==> src/rtl/xrf_pkg.sv <==
`timescale 1ns/1ps
// Shared constants and types for the receive fault ordered-set generator.
// Assumes byte-wide lanes; the sequence character and codes are 8-bit values.
package xrf_pkg;
    localparam int XRF_LANES  = 4;
    localparam int XRF_BYTE_W = 8;

    localparam logic [7:0] SEQ_CHAR = 8'h9C;  // K28.4 sequence character
    localparam logic [7:0] LF_CODE  = 8'h01;  // D1.0, local fault code
    localparam logic [7:0] RF_CODE  = 8'h02;  // D2.0, remote fault code

    typedef enum logic [1:0] {
        FAULT_NONE   = 2'd0,
        FAULT_LOCAL  = 2'd1,
        FAULT_REMOTE = 2'd2
    } fault_kind_e;
endpackage

==> src/rtl/xrf_lane_health.sv <==
`timescale 1ns/1ps
// Lane health evaluation.
// Combines per-lane signal presence and comma lock with the shared deskew
// flag into a single link-good indication. Purely combinational; the caller
// registers the result.
module xrf_lane_health #(
    parameter int LANES = 4
) (
    input  logic [LANES-1:0] sig_det,
    input  logic [LANES-1:0] comma_det,
    input  logic             deskew_done,
    output logic             link_ok
);
    logic [LANES-1:0] lane_ok;

    // Per-lane health: a lane is good only with signal and comma lock.
    for (genvar g = 0; g < LANES; g++) begin : g_lane
        assign lane_ok[g] = sig_det[g] & comma_det[g];
    end

    // Link is good when every lane is good and the lanes are aligned.
    assign link_ok = (&lane_ok) & deskew_done;
endmodule

==> src/rtl/xrf_seq_detect.sv <==
`timescale 1ns/1ps
// Received fault sequence detector.
// Recognises a column holding the local or remote fault ordered set.
// Assumes lane 0 carries the sequence character and the last lane the code.
module xrf_seq_detect #(
    parameter int LANES  = 4,
    parameter int BYTE_W = 8
) (
    input  logic [LANES*BYTE_W-1:0] col_data,
    input  logic [LANES-1:0]        col_ctrl,
    output logic                    is_lf,
    output logic                    is_rf
);
    import xrf_pkg::*;

    logic [LANES-1:0] hit_lf;
    logic [LANES-1:0] hit_rf;

    // Per-lane match against the expected byte and control flag of each set.
    for (genvar g = 0; g < LANES; g++) begin : g_lane
        logic [BYTE_W-1:0] b;
        assign b = col_data[g*BYTE_W +: BYTE_W];
        if (g == 0) begin : g_head
            assign hit_lf[g] = col_ctrl[g] && (b == BYTE_W'(SEQ_CHAR));
            assign hit_rf[g] = hit_lf[g];
        end else if (g == LANES - 1) begin : g_tail
            assign hit_lf[g] = !col_ctrl[g] && (b == BYTE_W'(LF_CODE));
            assign hit_rf[g] = !col_ctrl[g] && (b == BYTE_W'(RF_CODE));
        end else begin : g_mid
            assign hit_lf[g] = !col_ctrl[g] && (b == '0);
            assign hit_rf[g] = hit_lf[g];
        end
    end

    // A set is recognised only when every lane matches.
    assign is_lf = &hit_lf;
    assign is_rf = &hit_rf;
endmodule

==> src/rtl/xrf_col_builder.sv <==
`timescale 1ns/1ps
// Fault ordered-set column builder.
// Produces the local or remote fault column: the sequence character with
// control set on lane 0, zero data bytes on the middle lanes, and the code
// byte on the last lane.
module xrf_col_builder #(
    parameter int LANES  = 4,
    parameter int BYTE_W = 8
) (
    input  logic                    remote,
    output logic [LANES*BYTE_W-1:0] set_data,
    output logic [LANES-1:0]        set_ctrl
);
    import xrf_pkg::*;

    // Per-lane constant selection; only the last lane depends on the kind.
    for (genvar g = 0; g < LANES; g++) begin : g_lane
        if (g == 0) begin : g_head
            assign set_data[g*BYTE_W +: BYTE_W] = BYTE_W'(SEQ_CHAR);
            assign set_ctrl[g]                  = 1'b1;
        end else if (g == LANES - 1) begin : g_tail
            assign set_data[g*BYTE_W +: BYTE_W] = remote ? BYTE_W'(RF_CODE)
                                                         : BYTE_W'(LF_CODE);
            assign set_ctrl[g]                  = 1'b0;
        end else begin : g_mid
            assign set_data[g*BYTE_W +: BYTE_W] = '0;
            assign set_ctrl[g]                  = 1'b0;
        end
    end
endmodule

==> src/rtl/xaui_rx_fault_gen.sv <==
`timescale 1ns/1ps
// XAUI receive fault ordered-set generator (top).
// Declares a local fault from lane health when enabled. It replaces output
// columns with the local fault set, forwards received fault sets, and
// otherwise passes columns through. All outputs are registered, one cycle
// after the inputs. Assumes LANES >= 2 and BYTE_W >= 8.
module xaui_rx_fault_gen #(
    parameter int LANES  = xrf_pkg::XRF_LANES,
    parameter int BYTE_W = xrf_pkg::XRF_BYTE_W
) (
    input  logic                    clk,
    input  logic                    rst_n,
    input  logic                    xaui_en,
    input  logic [LANES-1:0]        sig_det,
    input  logic [LANES-1:0]        comma_det,
    input  logic                    deskew_done,
    input  logic [LANES*BYTE_W-1:0] rx_data,
    input  logic [LANES-1:0]        rx_ctrl,
    output logic [LANES*BYTE_W-1:0] xgmii_data,
    output logic [LANES-1:0]        xgmii_ctrl,
    output logic                    col_err,
    output logic                    local_fault,
    output logic [1:0]              fault_state
);
    import xrf_pkg::*;

    localparam int COL_W = LANES * BYTE_W;

    logic             link_ok;
    logic             rx_is_lf;
    logic             rx_is_rf;
    logic             declare_lf;
    logic             build_remote;
    logic [COL_W-1:0] set_data;
    logic [LANES-1:0] set_ctrl;

    logic [COL_W-1:0] nxt_data;
    logic [LANES-1:0] nxt_ctrl;
    logic             nxt_err;
    logic             nxt_lf;
    fault_kind_e      nxt_kind;
    fault_kind_e      kind_q;

    xrf_lane_health #(.LANES(LANES)) health_i (
        .sig_det     (sig_det),
        .comma_det   (comma_det),
        .deskew_done (deskew_done),
        .link_ok     (link_ok)
    );

    xrf_seq_detect #(.LANES(LANES), .BYTE_W(BYTE_W)) detect_i (
        .col_data (rx_data),
        .col_ctrl (rx_ctrl),
        .is_lf    (rx_is_lf),
        .is_rf    (rx_is_rf)
    );

    xrf_col_builder #(.LANES(LANES), .BYTE_W(BYTE_W)) build_i (
        .remote   (build_remote),
        .set_data (set_data),
        .set_ctrl (set_ctrl)
    );

    // Local fault exists only when enabled and the link is unhealthy.
    assign declare_lf   = xaui_en && !link_ok;
    // Build the remote set only for a forwarded remote column.
    assign build_remote = !declare_lf && rx_is_rf;

    // Next-column selection in priority order: disabled, local, remote, local rx, pass.
    always_comb begin
        nxt_data = rx_data;
        nxt_ctrl = rx_ctrl;
        nxt_err  = 1'b0;
        nxt_lf   = 1'b0;
        nxt_kind = FAULT_NONE;
        if (xaui_en) begin
            if (declare_lf) begin
                nxt_data = set_data;
                nxt_ctrl = set_ctrl;
                nxt_err  = 1'b1;
                nxt_lf   = 1'b1;
                nxt_kind = FAULT_LOCAL;
            end else if (rx_is_rf) begin
                nxt_data = set_data;
                nxt_ctrl = set_ctrl;
                nxt_kind = FAULT_REMOTE;
            end else if (rx_is_lf) begin
                nxt_data = set_data;
                nxt_ctrl = set_ctrl;
                nxt_kind = FAULT_LOCAL;
            end
        end
    end

    // Output column register with synchronous active-low reset.
    always_ff @(posedge clk) begin
        if (!rst_n) begin
            xgmii_data  <= '0;
            xgmii_ctrl  <= '0;
            col_err     <= 1'b0;
            local_fault <= 1'b0;
            kind_q      <= FAULT_NONE;
        end else begin
            xgmii_data  <= nxt_data;
            xgmii_ctrl  <= nxt_ctrl;
            col_err     <= nxt_err;
            local_fault <= nxt_lf;
            kind_q      <= nxt_kind;
        end
    end

    // Status output as a plain vector.
    assign fault_state = kind_q;
endmodule

==> config.mk <==
export PLATFORM = sky130hd
export DESIGN_NAME = xaui_rx_fault_gen
export DESIGN_NICKNAME = d
export VERILOG_FILES = /design/src/rtl/xrf_pkg.sv /design/src/rtl/xrf_lane_health.sv /design/src/rtl/xrf_seq_detect.sv /design/src/rtl/xrf_col_builder.sv /design/src/rtl/xaui_rx_fault_gen.sv
export SDC_FILE = /design/constraint.sdc
export NUM_CORES = 1
export LEC_CHECK = 0
export ABC_AREA = 1
export CAP_MARGIN = 20
export CORE_MARGIN = 1.5
export CORE_UTILIZATION = 40
export DETAILED_ROUTE_END_ITERATION = 8
export PLACE_DENSITY_LB_ADDON = 0.1
export SETUP_SLACK_MARGIN = 0.3
export SYNTH_ARGS = -nofsm -noshare
export SYNTH_HDL_FRONTEND = slang
export SYNTH_SLANG_ARGS = --single-unit
==> constraint.sdc <==
create_clock -name clk -period 3.1 [get_ports clk]
set_clock_uncertainty 0.15 [all_clocks]
set_input_delay 0.93 -clock clk [delete_from_list [all_inputs] [get_ports clk]]
set_output_delay 0.93 -clock clk [all_outputs]
set_load 0.05 [all_outputs]
# After elaboration in Yosys (flattened, before gate mapping)
# Index checks and enable logic that the tools add are counted.
# totals
register_bits,39
input_bits,48
out_inout_bits,40
word_cells,47
# op_classes
eq_ne,3
mux,13
bitwise,7
reduce_logical,19
# ops
op,count
two-way mux 32 bit,4
logical NOT 8 bit,2
two-way mux 4 bit,4
AND reduction 4 bit,3
equality test 8 x 1 -> 1 bit (second input constant),1
equality test 8 x 2 -> 1 bit (second input constant),1
equality test 8 bit (second input constant),1
logical AND 1 bit,7
AND 1 bit,5
logical NOT 1 bit,5
two-way mux 2 bit,2
two-way mux 1 bit,3
OR reduction 3 bit,1
inverter 1 bit,2
AND reduction 2 bit,1

# Depth between registers and ports, before layout
# logic_depth
word_depth,12
depth_mapped,8

# By module
# A second synthesis with hierarchy kept.
# hier_totals
hier_cells,339
hier_area_um2,2207.1
# by_module_without_submodules
mod,instances,cells_each,area_per_inst_um2,seq_area_each_um2
xaui_rx_fault_gen,1,251,1735.4,780.7
xrf_col_builder,1,38,274.0,0.0
xrf_seq_detect,1,42,166.4,0.0
xrf_lane_health,1,8,31.3,0.0

# Worst setup path before layout
# No wires, ideal clock.
# synth_path
kind,register -> output
start,register local_fault
end,output local_fault
arrival_time_ns,0.894
required_ns,2.020
slack_ns,1.126
path_stages_with_launch,2
n_path_buf,1
path_cell_list,dfxtp_1 -> buf_4
# synth_lines
element,line_no,source
start: declaration,xaui_rx_fault_gen.sv:22,"output logic local_fault,"
start signal: assignment,xaui_rx_fault_gen.sv:107,local_fault <= nxt_lf;
# No word-level cell between the ends.

# Worst setup path in the final report
# layout_path
start,register kind_q[1] (netlist: fault_state[1])
end,output fault_state[1]
# layout_lines
element,line_no,source
start: declaration,xaui_rx_fault_gen.sv:42,fault_kind_e kind_q;
start signal: assignment,xaui_rx_fault_gen.sv:108,kind_q <= nxt_kind;
end: declaration,xaui_rx_fault_gen.sv:23,output logic [1:0] fault_state
# No word-level cell between the ends.

==> results.rst <==
.. list-table::
   :header-rows: 1

   * - Metric
     - Value
   * - Post-CTS sizing
     - 0
   * - Final critical delay including setup and external delays
     - 2.49 ns
   * - Number of library cell types mapped by synthesis
     - 17
   * - Proportion of synthesized chip area in sequential cells
     - 0.530
   * - Antenna violations before repair
     - 0
   * - Wire length of the first global-routing pass
     - 5220 µm
   * - Total CTS buffers
     - 5
   * - Worst setup path startpoint
     - fault_state[1]$_SDFF_PP0_
   * - Avg WL per Cell
     - 10.2 µm
   * - Cells after synthesis
     - 177
   * - Slew at the pin closest to its max-slew limit
     - 0.536 ns
   * - VDD IR-drop max
     - 0.000270 V
   * - Post-route fraction of the period consumed by the critical path
     - 0.803
   * - Commonest non-fill, non-tap cells in the layout
     - 87 x sky130_fd_sc_hd__clkdlybuf4s50_1, 39 x sky130_fd_sc_hd__dfxtp_1, 37 x sky130_fd_sc_hd__nand2_1
   * - Register bit total from synthesis
     - 39
   * - Hold Vio Cnt, Final
     - 0
   * - Sum of routed wire length over all layers
     - 3180 µm
   * - Buffer count from post-CTS setup fixing
     - 0
   * - Number of max-cap violations
     - 0
   * - Pins over their slew limit
     - 0
   * - Power density normalized to cell area
     - 442 nW/µm²
   * - Number of top-level pins
     - 88
   * - Maximum clock rate
     - 0.402 GHz
   * - Starting DRT DRC Count
     - 67
   * - Critical path launch point type
     - flip-flop
   * - Relative slew margins
     - 0.641
   * - Critical path's top delay family
     - buffers and inverters
   * - Row count
     - 21
   * - Vias in the first global route
     - 1197
   * - Outcome
     - complete, no violations
   * - TritonRoute pass-1 iters
     - 4
   * - Die area
     - 4060 µm²
   * - Detailed Place HPWL
     - 2530 µm
   * - # H-tree levels
     - 2
   * - Crit path depth
     - 1
   * - Ant. Diodes
     - 0
   * - Worst EP required
     - 2.02 ns
   * - Clock Tree Root
     - sky130_fd_sc_hd__clkbuf_8
   * - TritonCTS clock tree
     - done
   * - Worst-path cell chain
     - clkdlybuf4s50_1
   * - Number of buffer and inverter stages on the critical path
     - 1
   * - Worst setup path category
     - flip-flop to output port
   * - Antenna Nets Post-Route
     - 0
   * - Leakage power
     - 0.997 nW
   * - Buffers added on ports
     - 87
   * - Number of nets at the end of the flow
     - 313
   * - Most common cell after layout, fill and taps aside
     - sky130_fd_sc_hd__clkdlybuf4s50_1
   * - Launch instance of the worst min-delay path
     - rx_data[1]
   * - Setup violation total in the final timing report
     - 0
   * - Post-cts hold buffer count
     - 0
   * - Maximum clock path buffer count
     - 2
   * - Detailed-route via count
     - 1346
   * - Overflow left after global routing
     - 0
   * - Count of unresolved DRC violations after routing
     - 0
   * - Final TNS setup
     - 0 ns
   * - Clock net sink count
     - 39
   * - Hold Path Class
     - primary input to flip-flop
   * - Area overhead of the layout relative to synthesis
     - 65.4%
   * - Final Power
     - 1.08 mW
   * - Initial core utilization
     - 0.428
   * - Maximum number of pins on one net before global-route repair
     - 22
   * - Critical path's slowest cell
     - sky130_fd_sc_hd__clkdlybuf4s50_1
   * - Syn. warnings
     - 0
   * - Type of element capturing the critical path
     - output port
   * - Die boundary width
     - 63.7 µm
   * - Fraction of final layout cells sized beyond drive strength 1
     - 0.117
   * - Slowest cell delay on critical path
     - 0.82 ns
   * - Floorplan Core Area
     - 3440 µm²
   * - Peak fanout along the critical path
     - 1
   * - Mean cell area of the mapped netlist
     - 8.33 µm²
   * - Number of vias per cell after detailed routing
     - 4.34
   * - Die boundary height
     - 63.7 µm
   * - Worst hold path cell count
     - 3
   * - Combined global-route utilization of all metal layers
     - 0.166
   * - Arrival time worst endpoint
     - 1.41 ns
   * - CTS clk-pin slew, worst paths
     - 0.07 ns
   * - Cell Area, Synth
     - 1470 µm²
   * - RSZ-0062 raised after global routing
     - no
   * - Net count of the mapped netlist
     - 225
   * - Hold path endpoint
     - xgmii_data[1]$_SDFF_PN0_
   * - RD Place Congestion
     - 0.723
==> cells in the mapped netlist, drive strengths merged <==
library cell / instances / area, µm²
a21oi: 4 / 20.0
buf: 7 / 56.3
dfxtp: 39 / 781
inv: 22 / 82.6
nand2: 39 / 156
nand3: 5 / 30.0
nand4: 2 / 12.5
nor2: 40 / 160
nor3: 19 / 175
==> kinds of logic (layout without fill, tap and decap cells) <==
family                 count (synthesis)  in the layout  share of synthesized area
buffers and inverters                 29            116                     0.0942
flip-flops                            39             39                      0.530
AND/OR/NAND/NOR                      105            105                      0.362
AO/OA/AOI/OAI                          4              4                     0.0136
==> sequential cells by signal (all words and copies together) (netlist names) <==
| name | flops |
|---|---|
| xgmii_data | 32 |
| xgmii_ctrl | 4 |
| fault_state | 2 |
| local_fault | 1 |
==> metrics by stage <==
stage / hold WS (ns) / area (µm²) / std cells / util / worst slack, ns
2_1_floorplan: 0.871 / 1470 / 177 / - / 1.13
3_3_place_gp: 1.35 / 2370 / 304 / 0.687 / 0.582
3_5_place_dp: 1.35 / 2370 / 304 / 0.687 / 0.538
4_1_cts: 1.05 / 2440 / 310 / 0.708 / 0.599
5_1_grt: 1.05 / 2440 / 310 / 0.708 / 0.561
6_report: 1.06 / 2440 / 310 / 0.708 / 0.612
==> routing by layer <==
layer | global-route usage | vias up | part of all wire
met5 | 0 | - | 0
li1 | - | 711 | -
met1 | 0.192 | 580 | 0.42
met2 | 0.291 | 48 | 0.50
met4 | 0.0571 | 0 | 0.015
met3 | 0.0464 | 7 | 0.063
==> layout make-up <==
cell class                      count  area, µm²
Sequential cell                    39        781
Inverter                           22       82.6
Fill cell                         284       1000
Tap cell                           46       57.6
Timing Repair Buffer               88        891
Multi-Input combinational cell    109        554
Clock buffer                        6       72.6
==> power breakdown <==
part	switching [mW]	total [mW]	internal, mW
Sequential	0.00533	0.529	0.523
Clock	0.149	0.299	0.150
Combinational	0.143	0.251	0.108
==> how the worst max path moves through the flow <==
stage | to | slack [ns]
after CTS | local_fault | 0.60
after detailed placement | xgmii_data[2]$_SDFF_PN0_ | 0.54
after global routing | local_fault | 0.56
final | fault_state[1] | 0.61
after global placement | xgmii_data[2]$_SDFF_PN0_ | 0.58
after floorplan | local_fault | 1.13
Power figures use the tool's default switching activity.
